File: src/rtl/useq_pkg.sv
package useq_pkg;

    localparam int AW   = 7;
    localparam int OW   = 4;
    localparam int PAD  = AW - OW - 1;
    localparam logic [AW-1:0] BOOT_ADDR = AW'(64);

    typedef enum logic [1:0] {
        COND_ALWAYS = 2'b00,
        COND_IND    = 2'b01,
        COND_SIGN   = 2'b10,
        COND_ZERO   = 2'b11
    } cond_e;

    typedef enum logic [1:0] {
        BR_JMP  = 2'b00,
        BR_CALL = 2'b01,
        BR_RET  = 2'b10,
        BR_MAP  = 2'b11
    } br_e;

    typedef enum logic [1:0] {
        SRC_INC    = 2'b00,
        SRC_BRANCH = 2'b01,
        SRC_RET    = 2'b10,
        SRC_MAP    = 2'b11
    } src_e;

    typedef struct packed {
        logic [AW-1:0] addr;
        logic [AW-1:0] ret;
    } seq_state_t;

endpackage

File: src/rtl/useq_test_mux.sv
module useq_test_mux
    import useq_pkg::*;
(
    input  logic [1:0] cond_sel,
    input  logic       ind_bit,
    input  logic       sign_bit,
    input  logic       acc_zero,
    output logic       test_bit
);
    localparam int NSRC = 4;

    logic [NSRC-1:0] stat_vec;

    always_comb begin
        stat_vec[COND_ALWAYS] = 1'b1;
        stat_vec[COND_IND]    = ind_bit;
        stat_vec[COND_SIGN]   = sign_bit;
        stat_vec[COND_ZERO]   = acc_zero;
    end

    assign test_bit = stat_vec[cond_sel];

endmodule

File: src/rtl/useq_branch_decode.sv
module useq_branch_decode
    import useq_pkg::*;
(
    input  logic [1:0] br_op,
    input  logic       test_bit,
    output logic [1:0] src_sel,
    output logic       ret_load
);
    logic op_hi;
    logic op_lo;

    always_comb begin
        op_hi      = br_op[1];
        op_lo      = br_op[0];
        src_sel[1] = op_hi;
        src_sel[0] = (op_hi & op_lo) | (~op_hi & test_bit);
        ret_load   = ~op_hi & op_lo & test_bit;
    end

    // a return-register load only goes with the target-field source
    always_comb begin
        assert_load_with_branch_R10: assert (!ret_load || src_sel == SRC_BRANCH);
    end

endmodule

File: src/rtl/useq_src_mux.sv
module useq_src_mux
    import useq_pkg::*;
(
    input  logic [1:0]    src_sel,
    input  logic [AW-1:0] inc_addr,
    input  logic [AW-1:0] tgt_addr,
    input  logic [AW-1:0] ret_addr,
    input  logic [AW-1:0] map_addr,
    output logic [AW-1:0] next_addr
);
    always_comb begin
        unique case (src_sel)
            SRC_INC:    next_addr = inc_addr;
            SRC_BRANCH: next_addr = tgt_addr;
            SRC_RET:    next_addr = ret_addr;
            default:    next_addr = map_addr;
        endcase
    end

endmodule

File: src/rtl/mseq_next_addr.sv
module mseq_next_addr
    import useq_pkg::*;
(
    input  logic          clk,
    input  logic          rst,
    input  logic [1:0]    cond_sel,
    input  logic [1:0]    br_op,
    input  logic [AW-1:0] br_target,
    input  logic          ind_bit,
    input  logic          sign_bit,
    input  logic          acc_zero,
    input  logic [OW-1:0] opcode,
    output logic [AW-1:0] uaddr
);
    seq_state_t    st_q;
    seq_state_t    st_d;
    logic          test_bit;
    logic [1:0]    src_sel;
    logic          ret_load;
    logic [AW-1:0] inc_addr;
    logic [AW-1:0] map_addr;
    logic [AW-1:0] next_addr;

    useq_test_mux u_test (
        .cond_sel (cond_sel),
        .ind_bit  (ind_bit),
        .sign_bit (sign_bit),
        .acc_zero (acc_zero),
        .test_bit (test_bit)
    );

    useq_branch_decode u_dec (
        .br_op    (br_op),
        .test_bit (test_bit),
        .src_sel  (src_sel),
        .ret_load (ret_load)
    );

    assign inc_addr = st_q.addr + AW'(1);
    assign map_addr = {1'b0, opcode, {PAD{1'b0}}};

    useq_src_mux u_mux (
        .src_sel   (src_sel),
        .inc_addr  (inc_addr),
        .tgt_addr  (br_target),
        .ret_addr  (st_q.ret),
        .map_addr  (map_addr),
        .next_addr (next_addr)
    );

    always_comb begin
        st_d      = st_q;
        st_d.addr = next_addr;
        if (ret_load) begin
            st_d.ret = inc_addr;
        end
    end

    always_ff @(posedge clk) begin
        if (rst) begin
            st_q.addr <= BOOT_ADDR;
            st_q.ret  <= '0;
        end else begin
            st_q <= st_d;
        end
    end

    assign uaddr = st_q.addr;

    assert_reset_R1: assert property (@(posedge clk)
        rst |=> (st_q.addr == BOOT_ADDR && st_q.ret == '0));

    assert_always_R2: assert property (@(posedge clk) disable iff (rst)
        (br_op == BR_JMP && cond_sel == COND_ALWAYS) |=> st_q.addr == $past(br_target));

    assert_jump_R3: assert property (@(posedge clk) disable iff (rst)
        (br_op == BR_JMP && test_bit) |=> st_q.addr == $past(br_target));

    assert_call_R4: assert property (@(posedge clk) disable iff (rst)
        (br_op == BR_CALL && test_bit) |=> (st_q.addr == $past(br_target)
                                            && st_q.ret == $past(st_q.addr + AW'(1))));

    assert_call_skip_R5: assert property (@(posedge clk) disable iff (rst)
        (br_op == BR_CALL && !test_bit) |=> $stable(st_q.ret));

    assert_return_R6: assert property (@(posedge clk) disable iff (rst)
        (br_op == BR_RET) |=> st_q.addr == $past(st_q.ret));

    assert_map_R7: assert property (@(posedge clk) disable iff (rst)
        (br_op == BR_MAP) |=> st_q.addr == {1'b0, $past(opcode), {PAD{1'b0}}});

    assert_wrap_R8: assert property (@(posedge clk) disable iff (rst)
        (br_op == BR_JMP && !test_bit && st_q.addr == '1) |=> st_q.addr == '0);

endmodule

File: config.mk
export PLATFORM = sky130hd
export DESIGN_NAME = mseq_next_addr
export DESIGN_NICKNAME = d
export VERILOG_FILES = /design/src/rtl/useq_pkg.sv /design/src/rtl/useq_test_mux.sv /design/src/rtl/useq_branch_decode.sv /design/src/rtl/useq_src_mux.sv /design/src/rtl/mseq_next_addr.sv
export SDC_FILE = /design/constraint.sdc
export NUM_CORES = 1
export LEC_CHECK = 0
export ABC_AREA = 1
export BUFFER_PORTS_ARGS = -buffer_cell sky130_fd_sc_hd__buf_2
export CAP_MARGIN = 30
export CORE_ASPECT_RATIO = 0.75
export CORE_MARGIN = 2
export CORE_UTILIZATION = 25
export CTS_CLUSTER_DIAMETER = 100
export DETAILED_ROUTE_END_ITERATION = 8
export RECOVER_POWER = 100
export SKIP_CTS_REPAIR_TIMING = 1
export SYNTH_ARGS = -nofsm -noshare
export SYNTH_HDL_FRONTEND = slang
export SYNTH_SLANG_ARGS = --single-unit
File: constraint.sdc
create_clock -name clk -period 1.1 [get_ports clk]
set_input_delay 0.11 -clock clk [delete_from_list [all_inputs] [get_ports clk]]
set_output_delay 0.11 -clock clk [all_outputs]
set_load 0.03 [all_outputs]
# --- Yosys cells after proc, flatten, opt, wreduce, memory -nomap -nowiden ---
# Index checks and enable logic that the tools add are counted.
op_classes:
  n_addsub: 1
  magnitude_cmp: 1
  n_eq_ne: 2
  n_mux: 3
  bitwise_logic: 6
  reduce_logical: 1
ops:
  columns: ["op", "count"]
  rows:
  - ["one-hot mux 7 bit (3 select lines)", 1]
  - ["adder 7 x 1 -> 7 bit (second input constant)", 1]
  - ["AND 1 bit", 4]
  - ["< comparator 2 x 3 -> 1 bit (second input constant)", 1]
  - ["binary-select mux 1 bit (select 2 bit)", 1]
  - ["equality test 2 x 1 -> 1 bit (second input constant)", 1]
  - ["equality test 2 bit (second input constant)", 1]
  - ["logical NOT 2 bit", 1]
  - ["2-to-1 mux 1 bit", 1]
  - ["NOT 1 bit", 1]
  - ["OR 1 bit", 1]
totals:
  register_bits: 14
  inputBits: 20
  out_inout_bits: 7
  word_cells: 16

# --- Logic depth before layout (Yosys ltp) ---
# Gate-level depths: netlist (run 1).
depth:
  ltp_word: 6
  ltp_mapped: 9
  mapped_depth_nobuf: 9

# --- By module ---
# From an unflattened synthesis (run 1), not the netlist that was laid out.
hier_totals:
  hier_cells: 152
  hier_area_um2: 964.7
modules_own_cells:
  columns: ["module", "n_inst", "cells_per_inst", "area_per_inst_um2", "seq_area_each_um2"]
  rows:
  - ["mseq_next_addr", 1, 95, 676.9, 280.3]
  - ["useq_src_mux", 1, 42, 214.0, 0.0]
  - ["useq_test_mux", 1, 8, 38.8, 0.0]
  - ["useq_branch_decode", 1, 7, 35.0, 0.0]

# --- Worst setup path before layout (run 1) ---
# Ideal clock, no wire load.
synth_timing:
  kind: "register to register"
  from: "reg st_q (netlist bit uaddr[0])"
  to: "reg st_q (netlist bit uaddr[6])"
  setup_ps: 128
  arrival_time_ps: 1068
  required_ps: 972
  path_slack_ps: -96
  path_stages_with_launch: 7
  n_path_buf: 0
  period_less_slack_ps: 1196
  path_cell_list: "dfxtp_1 > ha_1 > nand4_1 > o21ai_0 > nand2_1 > nand2_1 > nand3b_1"
synth_between:
  elab_chain_len: 2
synth_rtl:
  columns: ["element", "line_no", "rtl"]
  rows:
  - ["from (decl)", "mseq_next_addr.sv:15", "seq_state_t st_q;"]
  - ["from (signal assigned)", "mseq_next_addr.sv:64", "st_q <= st_d;"]
  - ["adder 7 x 1 -> 7 bit", "mseq_next_addr.sv:39", "assign inc_addr = st_q.addr + AW'(1);"]
  - ["one-hot mux 7 bit (3 select lines)", "useq_src_mux.sv:12", "unique case (src_sel)"]
# No other way between the ends.
# A chain may end at the register's enable or synchronous reset.

# --- Worst setup path in the final report (run 1) ---
layout_timing:
  from: "reg st_q (netlist bit uaddr[0])"
  to: "out uaddr[0]"
layout_rtl:
  columns: ["element", "line_no", "rtl"]
  rows:
  - ["to (decl)", "mseq_next_addr.sv:13", "output logic [AW-1:0] uaddr"]
# No word-level cell between the ends.

==> impl_metrics.tcl, run 1 <==
set metrics [dict create \
    num_vias 893 \
    placed_area_sq_um 1080 \
    drt-wirelength-per-cell_microns 10.3 \
    synth_xor_xnor_area_share 0.0196 \
    pre_cts_ws_ns -0.0238 \
    overflow 0 \
    finalSetupViolations 3 \
    grt_start_max_net_pins 13 \
    cts.sinks 14 \
    synth_top_family_by_area "simple AND/OR/NAND/NOR gates" \
    dieArea_sq_um 4070 \
    rsz0062_at_grt "true" \
    hold_class "primary input to flop" \
    path_buf_inv 3 \
    seq_area_frac_synth 0.314 \
    via_per_inst 4.42 \
    cp-start-kind "flop" \
    finalMaxSlewViolations 0 \
    worst-path-max-fanout 3 \
    area_growth_pct 30.7 \
    hold_violations 0 \
    clk_latency_ns 0.24 \
    worstMarginPinSlew_ns 0.223 \
    drive_above_1_share 0.364 \
    core_sq_um 3360 \
    grt_antenna_before_repair 0 \
    worst_slack_ns -0.0297 \
    required_ns 0.99 \
    firstDrtPassIters 4 \
    synth_compound_area_frac 0.0996 \
    drt-initial-drc-count 20 \
    die_w_microns 73.0 \
    place_congestion 0.816 \
    ios 27 \
    violations "negative setup slack" \
    synth_seq_cells 14 \
    drv_cap 0 \
    ant_nets 0 \
    worstSetupPathType "flop to output pin" \
    stdcell_area_sq_um 1170 \
    p_leak_nw 0.612 \
    rows 18 \
    synthAdderAreaFrac 0.0140 \
    dp_hpwl_mm 1.65 \
    start_util 0.266 \
    crit_family "buffers and inverters" \
    cts-htree-levels 1 \
    avgSynthCellArea_sq_um 6.71 \
    cts_buffer_depth 2 \
    critPathSlowestCell "dfxtp_4" \
    cts_tree "yes" \
    nets 184 \
    synth_top_area_cell "dfxtp_1" \
    cts_root_buffer "clkbuf_8" \
    grt_util_all_layers 0.109 \
    ys_warn_count 0 \
    p_per_area_nw_per_um2 1200 \
    timing.fmax_mhz 885 \
    cp-end-kind "output pin" \
    grt_pass1_vias 828 \
    place_inst 197 \
    crit_chain "buf_4 > buf_4 > buf_2" \
    period_needed_ns 1.13 \
    port_buffers 26 \
    status "finished with violations" \
    clock_skew_ns 0.000562 \
    layout.cells.non_filler 202 \
    synth_area_leaders "dfxtp_1, nand2_1, nor2_1" \
    max_slew_margin 0.851 \
    worstPathArrival_ns 1.02 \
    clkSlewWorstSetupHoldPaths_ns 0.06 \
    drc 0 \
    numCtsBuffers 3 \
    netlist.area_leader.share 0.314 \
    synth_cell_type_count 24 \
    synth.area.mux_share 0 \
    crit_top_cell "buf_4" \
    grt_pass1_wl_mm 3.53 \
    synth_cells 133 \
    hold_slack_ns 0.129 \
    setup_tns_ns -0.0739 \
    drt_wl_total_mm 2.07 \
    fp.dieH_microns 55.7 \
    slowest_delay_ns 0.35 \
    finalCritPeriodShare 1.03 \
    yosys.area_share.simple 0.394 \
    diodes 0 \
    peakVddDrop_uv 465 \
    synthesis.nets 154 \
    netlist_area_sq_um 892 \
]
report_power, final:
part           switching, mW  total [mW]  internal, mW  leakage [nW]
clock                  0.181       0.498         0.317        0.0288
sequential            0.0300       0.576         0.546         0.117
combinational          0.197       0.326         0.129         0.466
total                  0.408        1.40         0.992         0.612
cell usage after synthesis:
cell / n
inv_1: 17
nand3_4: 1
nor2_8: 1
nand2_4: 1
a21oi_2: 1
nand3_2: 1
buf_4: 8
nor2_1: 19
ha_1: 1
clkinv_1: 1
nand2_2: 1
o21ai_0: 7
nor2_2: 1
a21oi_1: 2
o21ai_1: 7
nand3_1: 11
xor2_1: 2
inv_4: 1
nand2_1: 24
nand4_1: 9
nand3b_1: 1
dfxtp_1: 14
inv_2: 1
clkbuf_1: 1
stage by stage:
step / power (mW) / util
final: 1.40 / 0.348
after CTS: 1.40 / 0.337
after detailed placement: 0.899 / 0.321
after global placement: 0.900 / 0.321
after floorplan: 0.805 / -
after global routing: 1.49 / 0.348
cell families (layout without fill, tap and decap cells):
| group | after synthesis | after routing |
|---|---|---|
| XOR/XNOR | 2 | 2 |
| AND/OR/NAND/NOR | 70 | 70 |
| AO/OA/AOI/OAI | 17 | 17 |
| buffers and inverters | 29 | 58 |
| adder cells (fa/ha/maj) | 1 | 1 |
| flip-flops | 14 | 14 |
registers in the layout (all words and copies together) (netlist names):
register  count
uaddr         7
st_q          7
worst min-delay path: cells and delay by family:
kind | cells | cell delay, ns
buffers and inverters | 2 | 0.13
and+or+nand+nor | 2 | 0.10
area by class of cell:
type	instances	area, sq um
Sequential cell	14	288
Inverter	20	77.6
Clock buffer	4	55.1
Fill cell	379	2190
Timing Repair Buffer	34	190
Tap cell	40	50.0
Multi-Input combinational cell	90	505
placed cells by master, fill, tap and decap left out, types with 2 or more instances in the layout:
cell type / netlist / layout
nor2_1: 19 / 18
nand4_1: 9 / 9
clkbuf_8: 0 / 4
nand2_2: 1 / 3
xor2_1: 2 / 2
inv_2: 1 / 2
buf_2: 0 / 26
nand3_1: 11 / 8
a21oi_1: 2 / 2
nand3_2: 1 / 4
dfxtp_2: 0 / 3
buf_4: 8 / 8
dfxtp_1: 14 / 10
inv_1: 17 / 16
o21ai_0: 7 / 6
nor2_2: 1 / 2
nand2_1: 24 / 22
o21ai_1: 7 / 8
metal layers:
metal	part of all wire	vias to the layer above	GRT usage
li1	-	480	-
met1	0.52	391	0.153
met2	0.43	18	0.157
met3	0.052	4	0.0435
met4	0.0058	0	0.0185
met5	0	-	0
path summary, 6_finish.rpt:
| kind | start | to | slack [ns] | depth (start not counted) |
|---|---|---|---|---|
| min reg2reg | st_q[3] | st_q[3] | 0.50 | 2 |
| min | rst | uaddr[4] | 0.13 | 4 |
| max reg2reg | uaddr[0] | uaddr[6] | -0.03 | 6 |
| max | uaddr[0] | uaddr[0] | -0.03 | 3 |
No activity file was read; power rests on OpenSTA's default activity.
==> run 2: changes to the inputs <==
--- a/config.mk
+++ b/config.mk
@@ -17,4 +17,5 @@
 export SKIP_CTS_REPAIR_TIMING = 1
 export SYNTH_ARGS = -nofsm -noshare
 export SYNTH_HDL_FRONTEND = slang
+export SYNTH_HIERARCHICAL = 1
 export SYNTH_SLANG_ARGS = --single-unit
==> impl_metrics.tcl, run 2 <==
set metrics [dict create \
    status "finished with violations" \
    violations "negative setup slack" \
    yosysMostFrequentCell "nand3_1" \
    layout_commonest_cell "nand3_1" \
    worstPathArrival_ns 1.39 \
    overflow 0 \
    grt_pass1_wl_mm 3.75 \
    p_per_area_nw_per_um2 1120 \
    slowest_delay_ns 0.35 \
    crit_top_cell "nand2_1" \
    rrSetupSlack_ns -0.15 \
    port_buffers 26 \
    finalSetupViolations 7 \
    netlist.area_leader.share 0.291 \
    layout.cells.non_filler 241 \
    clkSlewWorstSetupHoldPaths_ns 0.06 \
    finalCritPeriodShare 1.14 \
    worstSetupPathType "flop to flop" \
    dp_hpwl_mm 1.87 \
    period_needed_ns 1.25 \
    drt-wirelength-per-cell_microns 9.53 \
    ys_warn_count 6 \
    path_buf_inv 0 \
    r2r_start "uaddr[0]" \
    core_sq_um 3680 \
    reg2regPathDepth 7 \
    final_cell_mix "nand3_1, inv_1, nor2_1, nand2_1, buf_2" \
    ys.flop_type "dfxtp_1" \
    hold_class "primary input to flop" \
    ant_nets 0 \
    worst-path-max-fanout 3 \
    p_total_mw 1.49 \
    crit_family "simple AND/OR/NAND/NOR gates" \
    grt_pass1_vias 837 \
    cts.sinks 14 \
    cts_buffer_depth 2 \
    placed_area_sq_um 1230 \
    fp.dieH_microns 57.8 \
    cts_root_buffer "clkbuf_8" \
    ys_async_sr_fraction 0 \
    die_w_microns 75.7 \
    synth_cells 152 \
    synth_cell_type_count 20 \
    drv_cap 0 \
    critPathSlowestCell "dfxtp_2" \
    rsz0062_at_grt "true" \
    drt_wl_total_mm 2.30 \
    synth_seq_cells 14 \
    area_growth_pct 38.1 \
    diodes 0 \
    num_vias 946 \
    p_leak_nw 0.681 \
    timing.fmax_mhz 797 \
    critical_path_depth 7 \
    cts_tree "yes" \
    drt-initial-drc-count 34 \
    critPathCapture "uaddr[6]" \
    clock_skew_ns 0.000989 \
    synth_area_leaders "dfxtp_1, nand3_1, inv_1" \
    crit_chain "ha_4 > nand3_2 > o21bai_1 > nand2_1 > nand2_1 > nand4_1 > or2_4" \
    finalMaxSlewViolations 0 \
    clk_latency_ns 0.24 \
    timing.rr.end "uaddr[6]" \
    seq_area_frac_synth 0.291 \
    hold_violations 0 \
    hold_slack_ns 0.202 \
    numCtsBuffers 3 \
    pre_cts_ws_ns -0.222 \
    dieArea_sq_um 4380 \
    cts-htree-levels 1 \
    drive_above_1_share 0.376 \
    grt_start_max_net_pins 15 \
    peakVddDrop_uv 607 \
    fill_cells 412 \
    worst_slack_ns -0.154 \
    ios 27 \
    rows 19 \
    cp-end-kind "flop" \
    utilization 0.362 \
    synth_edf_count 0 \
    setup_tns_ns -0.458 \
    firstDrtPassIters 4 \
    place_inst 236 \
    ys_top_cells_by_count "nand3_1, inv_1, nand2_1" \
    multi_input_area_sq_um 532 \
    synth_top_area_cell "dfxtp_1" \
    nets 211 \
    place_congestion 0.758 \
    ff_latch_area_sq_um 287 \
    netlist_area_sq_um 965 \
    via_per_inst 3.93 \
    critical_path.startpoint "uaddr[0]" \
    required_ns 1.23 \
    grt_antenna_before_repair 0 \
    start_util 0.262 \
    drc 0 \
    grt_util_all_layers 0.111 \
    stdcell_area_sq_um 1330 \
    avgSynthCellArea_sq_um 6.35 \
    cp-start-kind "flop" \
]
run 2: area by class of cell:
cell class                 instances  share of cell area
multi-input combinational         99               0.399
timing repair buffer              46               0.223
sequential                        14               0.215
inverter                          26              0.0732
tap                               52              0.0488
clock buffer                       4              0.0413
run 2: metal layers:
layer	vias up	global-route usage	routed length (microns)
li1	539	-	-
met2	23	0.158	951
met5	-	0	0
met3	0	0.0400	129
met1	384	0.169	1220
met4	0	0.00752	0
run 2: how the worst min path moves through the flow:
stage                          end  start  cells after the start
after floorplan           uaddr[6]    rst                      1
after global placement    uaddr[1]    rst                      2
after detailed placement  uaddr[1]    rst                      2
after CTS                 uaddr[1]    rst                      2
after global routing      uaddr[0]    rst                      2
final                     uaddr[1]    rst                      2
run 2: cells by family after synthesis:
family                   Yosys count  share of synthesized area
adder cells (fa/ha/maj)            1                     0.0130
other                              1                    0.00389
AO/OA/AOI/OAI                      9                     0.0622
buffers and inverters             41                      0.217
XOR/XNOR                           1                    0.00908
AND/OR/NAND/NOR                   85                      0.405
flip-flops                        14                      0.291
run 2: power breakdown:
part,switching [mW],internal (mW),total (mW)
combinational,0.231,0.189,0.420
sequential,0.0294,0.547,0.576
clock,0.182,0.317,0.498
total,0.442,1.05,1.49
